`config.mk`:
```
export PLATFORM = sky130hd
export DESIGN_NAME = busGlue
export DESIGN_NICKNAME = d
export VERILOG_FILES = /design/src/rtl/busGluePkg.sv /design/src/rtl/busGlueSync.sv /design/src/rtl/busGlueCtrl.sv /design/src/rtl/busGlueData.sv /design/src/rtl/busGlue.sv
export SDC_FILE = /design/constraint.sdc
export NUM_CORES = 1
export LEC_CHECK = 0
export CAP_MARGIN = 20
export CORE_ASPECT_RATIO = 0.75
export CORE_MARGIN = 1.5
export CORE_UTILIZATION = 41
export CTS_CLUSTER_DIAMETER = 40
export DETAILED_ROUTE_END_ITERATION = 8
export DONT_BUFFER_PORTS = 1
export SLEW_MARGIN = 0
export SYNTH_ARGS = -nofsm -noshare
export SYNTH_HDL_FRONTEND = slang
export SYNTH_SLANG_ARGS = --single-unit
export TNS_END_PERCENT = 30
```
`constraint.sdc`:
```
create_clock -name clk -period 1.2 [get_ports clk]
set_input_delay 0.24 -clock clk [delete_from_list [all_inputs] [get_ports clk]]
set_output_delay 0.24 -clock clk [all_outputs]
set_load 0.01 [all_outputs]
```
`src/rtl/busGluePkg.sv`:
```
package busGluePkg;

  typedef struct packed {
    logic memReqN;
    logic ioReqN;
    logic fetchN;
    logic refreshN;
    logic rdN;
    logic wrN;
  } busStrobes_t;

  localparam int STROBE_W = $bits(busStrobes_t);

  typedef struct packed {
    logic selRam;
    logic loadVec;
    logic driveVec;
  } ctrlStrobes_t;

endpackage

```
`src/rtl/busGlueSync.sv`:
```
module busGlueSync #(
  parameter int W = 8,
  parameter int STAGES = 2,
  parameter logic [W-1:0] RST_VAL = '0
) (
  input  logic         clk,
  input  logic         rstN,
  input  logic [W-1:0] din,
  output logic [W-1:0] dout
);
  logic [W-1:0] pipe [STAGES];

  genvar s;
  generate
    for (s = 0; s < STAGES; s++) begin : g_stage
      if (s == 0) begin : g_first
        always_ff @(posedge clk or negedge rstN) begin
          if (!rstN) pipe[0] <= RST_VAL;
          else       pipe[0] <= din;
        end
      end else begin : g_next
        always_ff @(posedge clk or negedge rstN) begin
          if (!rstN) pipe[s] <= RST_VAL;
          else       pipe[s] <= pipe[s-1];
        end
      end
    end
  endgenerate

  assign dout = pipe[STAGES-1];
endmodule

```
`src/rtl/busGlueCtrl.sv`:
```
module busGlueCtrl
  import busGluePkg::*;
#(
  parameter int PORT_W = 8,
  parameter logic [PORT_W-1:0] VEC_PORT = '0
) (
  input  busStrobes_t        syncStr,
  input  logic               selBit,
  input  logic [PORT_W-1:0]  portAddr,
  output ctrlStrobes_t       ctl
);
  logic memCycle;
  logic ackCycle;
  logic ioWrite;

  always_comb begin
    memCycle = !syncStr.memReqN && syncStr.refreshN;
    ackCycle = !syncStr.ioReqN && !syncStr.fetchN;
    ioWrite  = !syncStr.ioReqN && syncStr.fetchN && !syncStr.wrN && syncStr.rdN;

    ctl.selRam   = memCycle && selBit;
    ctl.driveVec = ackCycle;
    ctl.loadVec  = ioWrite && (portAddr == VEC_PORT);
  end
endmodule

```
`src/rtl/busGlueData.sv`:
```
module busGlueData
  import busGluePkg::*;
#(
  parameter int DATA_W = 8
) (
  input  logic              clk,
  input  logic              rstN,
  input  ctrlStrobes_t      ctl,
  input  logic [DATA_W-1:0] syncData,
  output logic              ramSelN,
  output logic [DATA_W-1:0] dataOut,
  output logic              dataOutEn
);
  logic [DATA_W-1:0] vecReg;

  always_ff @(posedge clk or negedge rstN) begin
    if (!rstN) begin
      vecReg    <= '0;
      ramSelN   <= 1'b1;
      dataOutEn <= 1'b0;
      dataOut   <= '0;
    end else begin
      if (ctl.loadVec) vecReg <= syncData;
      ramSelN   <= !ctl.selRam;
      dataOutEn <= ctl.driveVec;
      dataOut   <= ctl.driveVec ? vecReg : '0;
    end
  end
endmodule

```
`src/rtl/busGlue.sv`:
```
module busGlue
  import busGluePkg::*;
#(
  parameter int ADDR_W = 16,
  parameter int DATA_W = 8,
  parameter int SEL_BIT = 14,
  parameter int PORT_W = 8,
  parameter logic [PORT_W-1:0] VEC_PORT = '0,
  parameter int SYNC_STAGES = 2
) (
  input  logic              clk,
  input  logic              rstN,
  input  logic              memReqN,
  input  logic              ioReqN,
  input  logic              fetchN,
  input  logic              refreshN,
  input  logic              rdN,
  input  logic              wrN,
  input  logic [ADDR_W-1:0] addr,
  input  logic [DATA_W-1:0] dataIn,
  output logic              ramSelN,
  output logic [DATA_W-1:0] dataOut,
  output logic              dataOutEn
);
  localparam int SYNC_W = STROBE_W + 1 + PORT_W + DATA_W;
  localparam logic [SYNC_W-1:0] SYNC_RST = {{STROBE_W{1'b1}}, {(SYNC_W-STROBE_W){1'b0}}};

  busStrobes_t       rawStr;
  busStrobes_t       syncStr;
  logic              syncSel;
  logic [PORT_W-1:0] syncPort;
  logic [DATA_W-1:0] syncData;
  logic [SYNC_W-1:0] syncIn;
  logic [SYNC_W-1:0] syncOut;
  ctrlStrobes_t      ctl;

  always_comb begin
    rawStr.memReqN  = memReqN;
    rawStr.ioReqN   = ioReqN;
    rawStr.fetchN   = fetchN;
    rawStr.refreshN = refreshN;
    rawStr.rdN      = rdN;
    rawStr.wrN      = wrN;
  end

  assign syncIn = {rawStr, addr[SEL_BIT], addr[PORT_W-1:0], dataIn};
  assign {syncStr, syncSel, syncPort, syncData} = syncOut;

  busGlueSync #(.W(SYNC_W), .STAGES(SYNC_STAGES), .RST_VAL(SYNC_RST)) uSync (
    .clk(clk), .rstN(rstN), .din(syncIn), .dout(syncOut)
  );

  busGlueCtrl #(.PORT_W(PORT_W), .VEC_PORT(VEC_PORT)) uCtrl (
    .syncStr(syncStr), .selBit(syncSel), .portAddr(syncPort), .ctl(ctl)
  );

  busGlueData #(.DATA_W(DATA_W)) uData (
    .clk(clk), .rstN(rstN), .ctl(ctl), .syncData(syncData),
    .ramSelN(ramSelN), .dataOut(dataOut), .dataOutEn(dataOutEn)
  );
endmodule

```
Word level (Yosys, flattened, before mapping)
Index checks and enable logic that the tools add are counted.
Widths: inputs -> output; s select.
{"block": "op_classes", "muxes": 1, "reduce_logical": 13}
{"operator": "$logic_not 8->1", "n": 1}
{"operator": "$mux 8", "n": 1}
{"operator": "$logic_and 1x1->1", "n": 7}
{"operator": "$logic_not 1->1", "n": 5}
{"block": "totals", "output_inout_bits": 10, "register_bits": 64, "input_bits": 32, "word_cells": 20}

Longest topological paths before layout
{"block": "logic_depth", "word_depth": 5, "ltp_mapped": 3, "mapped_depth_nobuf": 3}

Hierarchy
From an unflattened synthesis, not the netlist that was laid out.
{"block": "hier_totals", "hier_cells": 113, "area_unflattened_um2": 2024.4}
{"module": "busGlueSync", "instances": 1, "seq_area_each_um2": 1166.1, "area_per_inst_um2": 1338.8, "cells_each": 69}
{"module": "busGlueData", "instances": 1, "seq_area_each_um2": 451.7, "area_per_inst_um2": 636.9, "cells_each": 36}
{"module": "busGlueCtrl", "instances": 1, "seq_area_each_um2": 0.0, "area_per_inst_um2": 48.8, "cells_each": 8}

Worst setup path after synthesis
No wires, ideal clock.
{"block": "synth_path", "path_kind": "flip-flop to flip-flop", "start": "register uSync.pipe (netlist bit uSync.dout[18])", "end": "register uData.vecReg[0]", "path_slack_ns": -0.109, "n_path_buf": 0, "arrival_time_ns": 1.185, "path_stages_with_launch": 4, "synth_period_minus_slack_ns": 1.309, "cell_sequence": "dfstp_2 nor4b_2 nand3_2 mux2_2"}
{"block": "synth_between", "elab_chain_cells": 2}
{"item": "start: declaration", "line": "busGlueSync.sv:11", "text": "logic [W-1:0] pipe [STAGES];"}
{"item": "start signal: indexed assignment", "line": "busGlueSync.sv:24", "text": "else pipe[s] <= pipe[s-1];"}
{"item": "$logic_and 1x1->1", "line": "busGlueCtrl.sv:19", "text": "ioWrite = !syncStr.ioReqN && syncStr.fetchN && !syncStr.wrN && syncStr.rdN;"}
{"item": "$logic_and 1x1->1", "line": "busGlueCtrl.sv:23", "text": "ctl.loadVec = ioWrite && (portAddr == VEC_PORT);"}
{"item": "end signal: assignment", "line": "busGlueData.sv:23", "text": "if (ctl.loadVec) vecReg <= syncData;"}
{"item": "end: declaration", "line": "busGlueData.sv:14", "text": "logic [DATA_W-1:0] vecReg;"}
No other way between the ends.
A chain may end at the register's enable or synchronous reset.

Worst setup path after layout
{"block": "layout_path", "start": "register uSync.pipe (netlist bit uSync.dout[20])", "end": "register uData.vecReg[0]"}
{"block": "layout_between", "elab_chain_cells": 4}
{"item": "$logic_and 1x1->1 (3 in a row)", "line": "busGlueCtrl.sv:19"}
{"item": "$logic_and 1x1->1", "line": "busGlueCtrl.sv:23"}
No other way between the ends.

==> impl_metrics.ini <==
[setup_path]
r2r_end = uData.vecReg[0]
r2r_start = uSync.dout[20]
worst-path-buf-inv = 1
crit_type = reg -> reg
critPathCaptureType = register
rrSetupSlack_ns = -0.19
critical_path_required_ns = 1.41
arrival_ns = 1.60
crit_chain = nor4b_4 -> nand3_2 -> buf_6 -> mux2_2
critPathMaxStageDelay_ns = 0.53
timing.critical_path.slowest_stage_cell = dfstp_2
cp-start-kind = register
worstPathMaxFanout = 8
critPathTopFamily = flip-flops
r2r_cells = 4

[timing]
holdWs_ns = -0.3940
setup_viol = 8
tightest_slew_ns = 0.2573
rsz0062_at_grt = true
setup_ws_ns = -0.1890
timing.fmax_mhz = 719.9
fin_skew_ns = 0.004841
hold_viol = 64
finalCriticalPeriod_ns = 1.389
relSlewSlack_pct = 82.70
period_share_pct = 115.8
maxSlewViolCount = 0

[place]
dp_hpwl_microns = 1469
place_area_sq_mm = 0.001914
place_congestion = 0.6474
dp_cells = 143
port_buffers = 0
dpl_worst_slack_ns = -0.2445

[cts]
htree_levels = 3
clk_transition_reported_paths_ns = 0.06
cts_max_path_buffers = 2
holdBufCountCts = 23
clk_latency_ns = 0.32
cts_tree = done
cts_sinks = 64
cts_inserted_buffers = 9
clock-root-buffer = clkbuf_8

[yosys]
synth_cells = 86
synth_fp_nets = 118
seq_area_frac_synth_pct = 88.38
synth_warnings = 0
synth_cell_type_count = 10
ys_seq_elements = 64
synth_area_per_cell_sq_um = 21.28
synthesis.area_sq_mm = 0.001831

[cells_and_area]
area_growth_pct = 30.28
nets = 155
final_area_sq_mm = 0.002385
n_antenna_cell = 0
final_cells = 182
fillers = 352
drive_gt1_share_pct = 33.07

[floorplanning]
chipHeight_microns = 60.87
core_sq_mm = 0.004154
fp.dieW_microns = 80.16
fp-row-count = 20
dieArea_sq_mm = 0.004879
start_util_pct = 44.07
io_pins = 42

[grt]
grt_pass1_vias = 883
grt_max_degree = 65
grt_first_pass_wirelength_microns = 4153
antenna_found_initial = 0
grt_usage_pct = 13.01
overflow = 0

[detailed_routing]
drc = 0
vias_per_cell = 4.368
num_vias = 795
drt-total-wl_microns = 2516
wl_per_cell_microns = 13.82
firstDrtPassIters = 4
drtIter0Drc = 34
route.antenna.remaining_nets = 0

[power]
powerDensity_mw_per_mm2 = 1826
ir_drop_mv = 1.056
leakage_nw = 1.086

[run_status]
status = finished with violations
violations = negative hold slack, negative setup slack

[worst_hold_path]
hp-class = in -> async

[run]
maxCapViolations = 0
layout by cell type (no fill, tap or decap), types with 2 or more instances in the layout:
master          n
dfstp_2        13
bufinv_16       2
mux2_2          8
nor4b_4         2
buf_4           2
clkbuf_8       11
and2_1          8
dfrtp_1        51
dlygate4sd3_1  23
cell families (layout without fill, tap and decap cells):
group | Yosys count | after routing | synth area share, %
flip-flops | 64 | 64 | 88.38
AND/OR/NAND/NOR | 14 | 14 | 6.698
multiplexers | 8 | 8 | 4.922
buffers and inverters | 0 | 41 | 0
stage by stage:
step / utilization (%) / total power [mW] / hold slack, ns / TNS (ns)
6_report: 57.41 / 4.355 / -0.3940 / -1.466
5_1_grt: 57.41 / 4.541 / -0.4310 / -1.935
4_1_cts: 57.41 / 4.430 / -0.4225 / -1.565
3_5_place_dp: 46.08 / 2.350 / -0.05447 / -1.892
3_3_place_gp: 46.08 / 2.342 / -0.05395 / -1.895
2_1_floorplan: - / 2.332 / -0.05559 / -0.8622
flip-flops by register name (all words and copies together), names as in the netlist:
register         flops
uData.vecReg         8
uData.dataOutEn      1
uSync.pipe          23
uSync.dout          23
uData.ramSelN        1
uData.dataOut        8
per-layer routing:
layer	vias to the layer above	part of all wire [%]	global-route usage, %
met3	2	8.2	9.925
met4	0	0.52	5.911
met2	32	52	20.17
li1	354	-	-
met5	-	0	0
met1	407	40	13.27
worst max-delay path by stage:
stage,startpoint,cells past startpoint,to
2_1_floorplan,uSync.dout[20],3,uData.vecReg[0]
3_3_place_gp,uSync.dout[18],4,uData.vecReg[2]
4_1_cts,uSync.dout[20],4,uData.vecReg[2]
6_report,uSync.dout[20],4,uData.vecReg[0]
3_5_place_dp,uSync.dout[18],4,uData.vecReg[0]
5_1_grt,uSync.dout[20],4,uData.vecReg[2]
where the power goes:
part | switching [mW] | internal [mW] | total, mW
clock network | 0.712 | 1.27 | 1.98
registers | 0.0332 | 2.26 | 2.29
logic | 0.0186 | 0.0634 | 0.0820
repair_timing:
item                                    4_1_cts  5_1_grt
hold endpoints to repair                     87       64
endpoints found under the setup margin        8        8
buffers inserted                              1        0
resized for setup                             2        0
pin swaps                                     1        0
cells in the mapped netlist:
cell type,instances,area [sq um]
nor4b_4,1,23.77
and2_1,8,50.05
nand3_2,1,10.01
nor4_2,1,12.51
mux2_2,8,90.09
nor2_1,1,3.750
nor4b_2,1,15.01
dfrtp_1,51,1276
nand3b_1,1,7.510
dfstp_2,13,341.6
layout make-up:
| class | count | area, sq um | share of cell area (%) |
|---|---|---|---|
| Multi-Input combinational cell | 22 | 221.5 | 9.286 |
| Sequential cell | 64 | 1618 | 67.84 |
| Timing Repair Buffer | 26 | 256.5 | 10.76 |
| Clock inverter | 3 | 65.06 | 2.728 |
| Tap cell | 55 | 68.82 | 2.886 |
| Clock buffer | 12 | 155.1 | 6.506 |
No activity file was read; power rests on OpenSTA's default activity.
